===== config.mk =====
export PLATFORM = sky130hd
export DESIGN_NAME = dr_sampler
export DESIGN_NICKNAME = d
export VERILOG_FILES = /design/src/rtl/dr_sampler_pkg.sv /design/src/rtl/dr_rst_sync.sv /design/src/rtl/dr_sync.sv /design/src/rtl/dr_arbiter.sv /design/src/rtl/dr_sampler.sv
export SDC_FILE = /design/constraint.sdc
export NUM_CORES = 1
export LEC_CHECK = 0
export BUFFER_PORTS_ARGS = -buffer_cell sky130_fd_sc_hd__buf_2
export CAP_MARGIN = 20
export CELL_PAD_IN_SITES_DETAIL_PLACEMENT = 1
export CELL_PAD_IN_SITES_GLOBAL_PLACEMENT = 2
export CORE_AREA = 2 2 39 41
export CTS_BUF_LIST = sky130_fd_sc_hd__clkbuf_8
export CTS_CLUSTER_SIZE = 25
export DETAILED_ROUTE_END_ITERATION = 6
export DIE_AREA = 0 0 41 43
export GPL_TIMING_DRIVEN = 1
export PLACE_DENSITY_LB_ADDON = 0.1
export SYNTH_ARGS = -nofsm -noshare
export SYNTH_HDL_FRONTEND = slang
export SYNTH_SLANG_ARGS = --single-unit

===== constraint.sdc =====
create_clock -name clk -period 0.8 [get_ports clk]
set_clock_uncertainty 0.1 [all_clocks]
set_input_delay 0.04 -clock clk [delete_from_list [all_inputs] [get_ports clk]]
set_output_delay 0.04 -clock clk [all_outputs]
set_load 0.03 [all_outputs]

===== src/rtl/dr_sampler_pkg.sv =====
package dr_sampler_pkg;
  typedef enum logic [0:0] {
    HS_IDLE = 1'b0,
    HS_HOLD = 1'b1
  } hs_state_t;
endpackage


===== src/rtl/dr_rst_sync.sv =====
module dr_rst_sync #(
  parameter int STAGES = 2
) (
  input  logic clk,
  input  logic arst_n,
  output logic srst_n
);
  localparam int LAST = STAGES - 1;

  logic [LAST:0] chain_q;
  logic [LAST:0] chain_d;

  always_comb begin
    chain_d = {chain_q[LAST-1:0], 1'b1};
  end

  always_ff @(posedge clk or negedge arst_n) begin
    if (!arst_n) chain_q <= '0;
    else         chain_q <= chain_d;
  end

  assign srst_n = chain_q[LAST];
endmodule


===== src/rtl/dr_sync.sv =====
module dr_sync #(
  parameter int STAGES = 2
) (
  input  logic clk,
  input  logic rst_n,
  input  logic d_in,
  output logic q_out
);
  localparam int LAST = STAGES - 1;

  logic [LAST:0] stage_q;

  genvar gi;
  generate
    for (gi = 0; gi < STAGES; gi++) begin : g_stage
      logic stage_d;
      if (gi == 0) begin : g_first
        always_comb stage_d = d_in;
      end else begin : g_rest
        always_comb stage_d = stage_q[gi-1];
      end
      always_ff @(posedge clk or negedge rst_n) begin
        if (!rst_n) stage_q[gi] <= 1'b0;
        else        stage_q[gi] <= stage_d;
      end
    end
  endgenerate

  assign q_out = stage_q[LAST];
endmodule


===== src/rtl/dr_arbiter.sv =====
module dr_arbiter #(
  parameter bit FAVOR_A = 1'b1
) (
  input  logic clk,
  input  logic rst_n,
  input  logic arm,
  input  logic release_i,
  input  logic req_a,
  input  logic req_b,
  output logic gnt_a,
  output logic gnt_b
);
  logic gnt_a_d, gnt_b_d;
  logic busy;
  logic upd_en;

  assign busy   = gnt_a | gnt_b;
  assign upd_en = release_i | (arm & ~busy);

  always_comb begin
    gnt_a_d = gnt_a;
    gnt_b_d = gnt_b;
    if (release_i) begin
      gnt_a_d = 1'b0;
      gnt_b_d = 1'b0;
    end else if (arm && !busy) begin
      if (FAVOR_A) begin
        gnt_a_d = req_a;
        gnt_b_d = req_b & ~req_a;
      end else begin
        gnt_b_d = req_b;
        gnt_a_d = req_a & ~req_b;
      end
    end
  end

  always_ff @(posedge clk or negedge rst_n) begin
    if (!rst_n) begin
      gnt_a <= 1'b0;
      gnt_b <= 1'b0;
    end else if (upd_en) begin
      gnt_a <= gnt_a_d;
      gnt_b <= gnt_b_d;
    end
  end

  // grants mutually exclusive
  p_grant_excl_r4: assert property (@(posedge clk) disable iff (!rst_n)
    !(gnt_a && gnt_b));

  // an accepted arm grants the contender that was requesting
  p_grant_valid_r3: assert property (@(posedge clk) disable iff (!rst_n)
    (arm && !release_i && !busy && (req_a ^ req_b)) |=> (gnt_a == $past(req_a)) && (gnt_b == $past(req_b)));
endmodule


===== src/rtl/dr_sampler.sv =====
module dr_sampler
  import dr_sampler_pkg::*;
#(
  parameter int SYNC_STAGES = 2,
  parameter int RST_STAGES  = 2,
  parameter bit FAVOR_ONE   = 1'b1
) (
  input  logic clk,
  input  logic rst_n,
  input  logic sense_in,
  input  logic req_in,
  output logic zero_out,
  output logic one_out
);
  logic srst_n;
  logic sense_s;
  logic arm, release_w;
  hs_state_t state_q, state_d;

  dr_rst_sync #(.STAGES(RST_STAGES)) u_rst (
    .clk    (clk),
    .arst_n (rst_n),
    .srst_n (srst_n)
  );

  dr_sync #(.STAGES(SYNC_STAGES)) u_sync (
    .clk   (clk),
    .rst_n (srst_n),
    .d_in  (sense_in),
    .q_out (sense_s)
  );

  always_comb begin
    arm       = (state_q == HS_IDLE) && req_in;
    release_w = (state_q == HS_HOLD) && !req_in;
    state_d   = state_q;
    if (arm)       state_d = HS_HOLD;
    if (release_w) state_d = HS_IDLE;
  end

  always_ff @(posedge clk or negedge srst_n) begin
    if (!srst_n) state_q <= HS_IDLE;
    else         state_q <= state_d;
  end

  dr_arbiter #(.FAVOR_A(FAVOR_ONE)) u_arb (
    .clk       (clk),
    .rst_n     (srst_n),
    .arm       (arm),
    .release_i (release_w),
    .req_a     (sense_s),
    .req_b     (~sense_s),
    .gnt_a     (one_out),
    .gnt_b     (zero_out)
  );

  // an accepted request is answered on the next edge
  p_answer_r2: assert property (@(posedge clk) disable iff (!srst_n)
    (state_q == HS_IDLE && req_in) |=> $onehot({zero_out, one_out}));

  // result held while request stays high
  p_hold_r5: assert property (@(posedge clk) disable iff (!srst_n)
    (state_q == HS_HOLD && req_in) |=> $stable({zero_out, one_out}));

  // request low returns both rails to zero
  p_release_r6: assert property (@(posedge clk) disable iff (!srst_n)
    (state_q == HS_HOLD && !req_in) |=> (!zero_out && !one_out));

  // idle with request low keeps rails quiet
  p_quiet_r7: assert property (@(posedge clk) disable iff (!srst_n)
    (state_q == HS_IDLE && !req_in) |=> (!zero_out && !one_out));

  // rails never both high
  p_excl_r4: assert property (@(posedge clk) disable iff (!srst_n)
    $countones({zero_out, one_out}) <= 1);
endmodule


Word-level counts from Yosys, hierarchy flattened
Index checks and enable logic that the tools add are counted.
- bits in registers: 7
- input bits: 4
- output and inout bits: 2
- logic and storage cells: 26
- muxes and demuxes: 6
- bitwise operators: 6
- reductions and logical operators: 8
- operators with widths (cell ; count):
    $mux 1 ; 6
    $reduce_bool 2->1 ; 2
    $logic_and 1x1->1 ; 3
    $not 1->1 ; 3
    $logic_not 1->1 ; 2
    $or 1x1->1 ; 2
    $reduce_and 2->1 ; 1
    $and 1x1->1 ; 1

Depth between registers and ports, before layout
Gate-level depths: netlist of run 1.
- depth in word-level cells: 5
- mapped depth: 4
- gate-level depth less buffers: 4

Hierarchy
Synthesis of run 1 repeated with hierarchy kept, for this count alone.
- cell total of the unflattened synthesis: 21
- area total of the unflattened synthesis: 274.0 um^2
- by module, submodules not included (module ; instances ; cells each ; area an instance (um^2) ; seq. area each (um^2)):
    dr_arbiter ; 1 ; 8 ; 86.3 ; 50.0
    dr_sampler ; 1 ; 8 ; 83.8 ; 25.0
    dr_rst_sync ; 1 ; 3 ; 53.8 ; 50.0
    dr_sync ; 1 ; 2 ; 50.0 ; 50.0

Worst setup path after synthesis of run 1
OpenSTA, ideal clock, no wires.
- path type: reg2reg
- start point: reg state_q
- end point: reg u_arb.gnt_b
- arrival: 0.831 ns
- slack: -0.232 ns
- stages on the path, launching flop included: 5
- buffers on the path: 0
- path through: dfrtp_1 > inv_1 > ha_1 > a21oi_1 > o32ai_1
- word-level cells in the longest chain between the ends: 5
- ends and longest elaborated chain (item ; RTL line ; RTL):
    from (decl) ; dr_sampler.sv:18 ; hs_state_t state_q, state_d;
    from (signal assigned) ; dr_sampler.sv:43 ; else state_q <= state_d;
    $not 1->1 ; dr_sampler.sv:34 ; arm = (state_q == HS_IDLE) && req_in;
    $logic_and 1x1->1 ; dr_sampler.sv:34 ;
    $and 1x1->1 or $logic_and 1x1->1 (tied branches) ; dr_arbiter.sv:18, dr_arbiter.sv:26 ;
    $or 1x1->1 or $reduce_bool 2->1 (tied branches) ; -- ;
    $reduce_and 2->1 (no source line) ; -- ;
    to (signal assigned) ; dr_arbiter.sv:43 ; gnt_b <= gnt_b_d;
    to (decl) ; dr_arbiter.sv:11 ; output logic gnt_b
Several ways; a longest one is shown, not always the timed one.
A chain may end at the register's enable or synchronous reset.

Worst setup path in the final report of run 1
- start point: reg state_q
- end point: reg state_q
- word-level cells in the longest chain between the ends: 3
- ends and longest elaborated chain (item ; RTL line):
    $not 1->1 ; dr_sampler.sv:34
    $logic_and 1x1->1 ; dr_sampler.sv:34
    $reduce_bool 2->1 (no source line) ; --
Several ways; a longest one is shown, not always the timed one.

==> impl_metrics.ini, run 1 <==
[timing]
rsz_0062_raised_after_global_routing = true
layout_min_cycle_time_ns = 1.08
drv_slew = 0
max_freq_mhz = 930
setup-violations-final = 5
final_hold_viol_count = 5
fin_hold_ws_ns = -0.0289
setup_slack_ns = -0.275
layout_worst_path_cycle_share = 1.34
accumulated_negative_setup_slack_ns = -0.960

[die]
pin_count = 6
die_area_mm2 = 0.00176
die_h_um = 43
floorplan.initialDensity = 0.192
fp-row-count = 14
fp.dieW_um = 41
core_region_area_mm2 = 0.00138

[hold_path]
min_path_type = flip-flop to async pin

[grt]
first_global_vias = 169
grt_usage = 0.0680
global_route_wire_length_before_repair_um = 710
number_of_antenna_violations_at_the_first_check_in_global_routing = 0
globalRouteOverflowTotal = 0
grt_start_max_net_pins = 6

[critical_path]
timing.critical_path.required_ns = 0.85
worstPathArrival_ns = 1.12
timing_worst_setup_path_type = flip-flop to flip-flop
cp-end-kind = flip-flop
crit_path_max_fanout = 3
cp-start-kind = flip-flop

[layout]
layout-area-overhead-vs-synth_pct = 62.7
regArea_um2 = 175
layout-drive-gt1-share = 0.485
post-route-util = 0.312
fill_cells = 155
insertedDiodeCount = 0
stdcell_area_um2 = 432
final_net_count = 41
multi_input_comb_area_um2 = 104

[outcome]
failed_checks = negative hold slack, negative setup slack
result_of_the_run = finished with violations

[drt]
via_per_inst = 3.55
initialDrtViolationCount = 1
detail_route.wl_per_cell_um = 9.49
route.vias.total = 174
antenna_violating_nets_post_route = 0
total_wirelength_of_the_detailed_routed_design_um = 465
detail_route.drc_violations = 0
detailedRoute.firstPassIterationCount = 2

[yosys]
avgSynthCellArea_um2 = 13.3
ys.warnings.count = 0
seq_area_frac_synth = 0.660
postSynthRegisterBits = 7
synthDistinctLibCells = 9
netlist_area_um2 = 265
postSynthNetCount = 27
synth_cells = 20

[power]
power_frac_clock = 0.326
cellInternalPower_uw = 1030
leakagePower_uw = 0.000206
psw_uw = 456
pwr-share-seq = 0.332
powerDensity_mw_per_mm2 = 3430
peakVddDrop_uv = 891
combinationalPowerShare = 0.342
power.switching_fraction = 0.308

[cts]
ctsLongestPathBuffers = 2
number_of_buffers_added_by_the_clock_tree_synthesis_step = 3
cts_tree = built
post_cts_hold_buffer_count = 2
clock-root-buffer = clkbuf_8
htreeDepth = 1
clkTransAtPathRegs_ns = 0.04
worstSkewPairLatency_ns = 0.23
cts_sinks = 7

[placement]
dp_hpwl_um = 316
place_congestion = 0.524
io_buffer_count = 5
placement.setup.worst_slack_ns = -0.359
postPlaceCellArea_um2 = 318

[flow_run]
timing.max_cap.violations = 0
[synth_stat cells]
cell type | count | area share
inv_1 | 4 | 0.057
ha_1 | 3 | 0.14
a21oi_1 | 1 | 0.019
nor2_1 | 1 | 0.014
o32ai_1 | 1 | 0.033
a31oi_1 | 1 | 0.024
dfrtp_1 | 7 | 0.66
mux2i_1 | 1 | 0.038
conb_1 | 1 | 0.014
[repair_timing]
action	4_1_cts	5_1_grt
setup endpoints to repair	5	5
setup buffers	1	0
pin swaps	2	3
resized for setup	9	2
endpoints found under the hold margin	8	4
[cell type report]
class	count	share of cell area
Sequential cell	7	0.406
Multi-Input combinational cell	9	0.241
Timing Repair Buffer	9	0.168
Clock buffer	3	0.0957
Tap cell	16	0.0464
Inverter	4	0.0348
Clock inverter	1	0.00870
[cells by family after synthesis]
family | count (synthesis) | share of synthesized area
flip-flops | 7 | 0.660
buffers and inverters | 4 | 0.0566
AO/OA/AOI/OAI | 3 | 0.0755
adder cells (fa/ha/maj) | 3 | 0.142
multiplexers | 1 | 0.0377
AND/OR/NAND/NOR | 1 | 0.0141
other | 1 | 0.0141
[metal layers]
layer,up-vias,track usage,routed length [um]
met5,-,0,0
met4,0,0.0800,0
met3,0,0.0314,24
met2,4,0.0906,244
met1,83,0.0664,196
li1,87,-,-
[metrics by stage]
step           total power (uW)  cells
2_1_floorplan               709     20
3_3_place_gp                825     42
3_5_place_dp                834     42
4_1_cts                    1500     49
5_1_grt                    1580     49
6_report                   1480     49
[placed cells by master (no fill, tap or decap), types with 2 or more instances in the layout]
cell type / count
dlygate4sd3_1: 2
dfrtp_1: 7
buf_4: 2
buf_2: 3
buf_6: 2
ha_2: 2
clkbuf_8: 3
inv_1: 4
[state kept, by name, indices dropped and copies added (netlist names)]
| signal | cells |
|---|---|
| u_sync.q_out | 1 |
| state_q | 1 |
| u_arb.gnt_b | 1 |
| u_sync.g_stage.stage_d | 1 |
| u_rst.chain_q | 2 |
| u_arb.gnt_a | 1 |
[power groups by stage]
stage | sequential [uW] | clock, uW | combinational [uW]
2_1_floorplan | 560 | 0 | 149
3_3_place_gp | 478 | 0 | 347
3_5_place_dp | 482 | 0 | 352
4_1_cts | 492 | 501 | 506
5_1_grt | 505 | 519 | 555
6_report | 492 | 482 | 507
[final timing paths]
kind | startpoint | cells after the start | slack (ns) | endpoint
min in group clk | req_in | 4 | 0.17 | u_arb.gnt_a$_DFFE_PN0P_
max reg2reg | state_q$_DFFE_PN0P_ | 2 | -0.28 | state_q$_DFFE_PN0P_
min reg2reg | u_rst.chain_q[1]$_DFF_PN0_ | 0 | -0.03 | u_arb.gnt_a$_DFFE_PN0P_
max | state_q$_DFFE_PN0P_ | 2 | -0.28 | state_q$_DFFE_PN0P_
max in group asynchronous | u_rst.chain_q[1]$_DFF_PN0_ | 0 | 0.45 | state_q$_DFFE_PN0P_
min | u_rst.chain_q[1]$_DFF_PN0_ | 0 | -0.03 | u_arb.gnt_a$_DFFE_PN0P_
[worst max-delay path, cell delays in order (launching register included)]
cell and delay (ns):
dfrtp_1 0.40, ha_2 0.33, mux2i_1 0.17
No activity file was read; power rests on OpenSTA's default activity.
==> run 2: changes to the inputs <==
Settings changed: PLACE_DENSITY set to 0.5, PLACE_DENSITY_LB_ADDON 0.1 to unset.
==> run 2 against run 1 <==
The run still ends with negative hold slack, negative setup slack left. Final area is 1.2% higher. Global-route usage is 1.0 points higher. Flip-flop and latch count stayed put. Critical path type unchanged. Highest routed layer unchanged.
==> impl_metrics.ini, run 2 (synthesis gave the netlist of run 1 again) <==
[outcome]
result_of_the_run = finished with violations
failed_checks = negative hold slack, negative setup slack

[layout]
regMostFlops = u_rst.chain_q
largest_register_ff_count = 2
stdcell_area_um2 = 437
layout_commonest_cell = dfrtp_1
final_net_count = 42
layout.cells.most_common_list = dfrtp_1, inv_1, clkbuf_8, buf_2, buf_4
post-route-util = 0.316
insertedDiodeCount = 0
layout-drive-gt1-share = 0.471
layout-area-overhead-vs-synth_pct = 64.6

[die]
die_area_mm2 = 0.00176
fp-row-count = 14
floorplan.initialDensity = 0.192
die_h_um = 43
fp.dieW_um = 41
pin_count = 6
core_region_area_mm2 = 0.00138

[critical_path]
crit_path_start = state_q$_DFFE_PN0P_
critPathCapture = u_arb.gnt_b$_DFFE_PN0P_
cp-start-kind = flip-flop
ff2ff_path_depth = 2
timing.critical_path.required_ns = 0.82
cp-end-kind = flip-flop
crit_path_max_fanout = 3
rr_endpoint = u_arb.gnt_b$_DFFE_PN0P_
timing_worst_setup_path_type = flip-flop to flip-flop
worst_r2r_startpoint = state_q$_DFFE_PN0P_
timing.reg2reg.setup_slack_ns = -0.29
worstPathArrival_ns = 1.11

[timing]
max_freq_mhz = 919
setup_slack_ns = -0.289
final_hold_viol_count = 5
layout_min_cycle_time_ns = 1.09
setup-violations-final = 5
layout_worst_path_cycle_share = 1.36
rsz_0062_raised_after_global_routing = true
drv_slew = 0
fin_hold_ws_ns = -0.0199

[placement]
io_buffer_count = 5
postPlaceCellArea_um2 = 325
place_congestion = 0.587
dp_hpwl_um = 379

[power]
leakagePower_uw = 0.000212
peakVddDrop_uv = 1470
p_total_uw = 1480
powerDensity_mw_per_mm2 = 3400

[grt]
grt_usage = 0.0779
global_route_wire_length_before_repair_um = 834
grt_start_max_net_pins = 6
globalRouteOverflowTotal = 0
number_of_antenna_violations_at_the_first_check_in_global_routing = 0
first_global_vias = 216

[cts]
ctsLongestPathBuffers = 2
number_of_buffers_added_by_the_clock_tree_synthesis_step = 3
cts_tree = built
clkTransAtPathRegs_ns = 0.04
htreeDepth = 1
clock-root-buffer = clkbuf_8
worstSkewPairLatency_ns = 0.22
cts_sinks = 7

[drt]
initialDrtViolationCount = 1
total_wirelength_of_the_detailed_routed_design_um = 477
detail_route.wl_per_cell_um = 9.54
via_per_inst = 3.84
detail_route.drc_violations = 0
route.vias.total = 192
antenna_violating_nets_post_route = 0
detailedRoute.firstPassIterationCount = 4

[hold_path]
min_path_type = flip-flop to async pin

[flow_run]
timing.max_cap.violations = 0
## run 2: cell types whose count changed in the layout (fill, tap and decap cells not counted), sizes merged
cell,change
buf,+1
## run 2: area by class of cell
cell class / instances / area (um^2)
Clock buffer: 3 / 41.3
Clock inverter: 1 / 3.75
Tap cell: 16 / 20.0
Sequential cell: 7 / 175
Timing Repair Buffer: 10 / 80.1
Fill cell: 157 / 947
Inverter: 4 / 15.0
Multi-Input combinational cell: 9 / 101
## run 2: how the worst min path moves through the flow
stage / to / slack (ns) / start
finish: u_sync.g_stage[1].stage_d$_DFF_PN0_ / -0.02 / u_rst.chain_q[1]$_DFF_PN0_
global route: u_sync.g_stage[1].stage_d$_DFF_PN0_ / 0.006 / u_rst.chain_q[1]$_DFF_PN0_
CTS: state_q$_DFFE_PN0P_ / -0.01 / u_rst.chain_q[1]$_DFF_PN0_
detailed placement: u_rst.chain_q[0]$_DFF_PN0_ / -0.27 / rst_n
global placement: u_rst.chain_q[0]$_DFF_PN0_ / -0.28 / rst_n
floorplan: u_rst.chain_q[0]$_DFF_PN0_ / -0.36 / rst_n
## run 2: repair_timing
item | in CTS | in global routing
pin swaps | 2 | 2
setup endpoints to repair | 5 | 5
endpoints found under the hold margin | 8 | 0
hold buffers | 2 | 0
gates resized for setup | 9 | 1
setup buffers | 1 | 0
## run 2: power by group
part           internal, uW  switching, uW  total (uW)  leakage (uW)
Clock                   330            138         468     0.0000269
Sequential              431           65.2         496     0.0000834
Combinational           272            247         519      0.000102
Total                  1030            450        1480      0.000212
## run 2: metrics by stage
| stage | setup TNS, ns | instances | setup slack, ns |
|---|---|---|---|
| global route | -1.16 | 50 | -0.328 |
| finish | -0.937 | 50 | -0.289 |
| CTS | -1.04 | 50 | -0.335 |
| detailed placement | -0.873 | 43 | -0.381 |
| global placement | -0.700 | 43 | -0.292 |
| floorplan | -0.624 | 20 | -0.232 |
## run 2: worst max-delay path, cell delays in order, from the launching register on
cell,delay [ns]
dfrtp_1,0.40
ha_1,0.23
o32ai_2,0.26
## run 2: metal layers
layer	up-vias	share of wire	global-route usage
li1	91	-	-
met1	95	0.33	0.0627
met2	6	0.61	0.125
met3	0	0.059	0.0471
met4	0	0	0.0600
met5	-	0	0
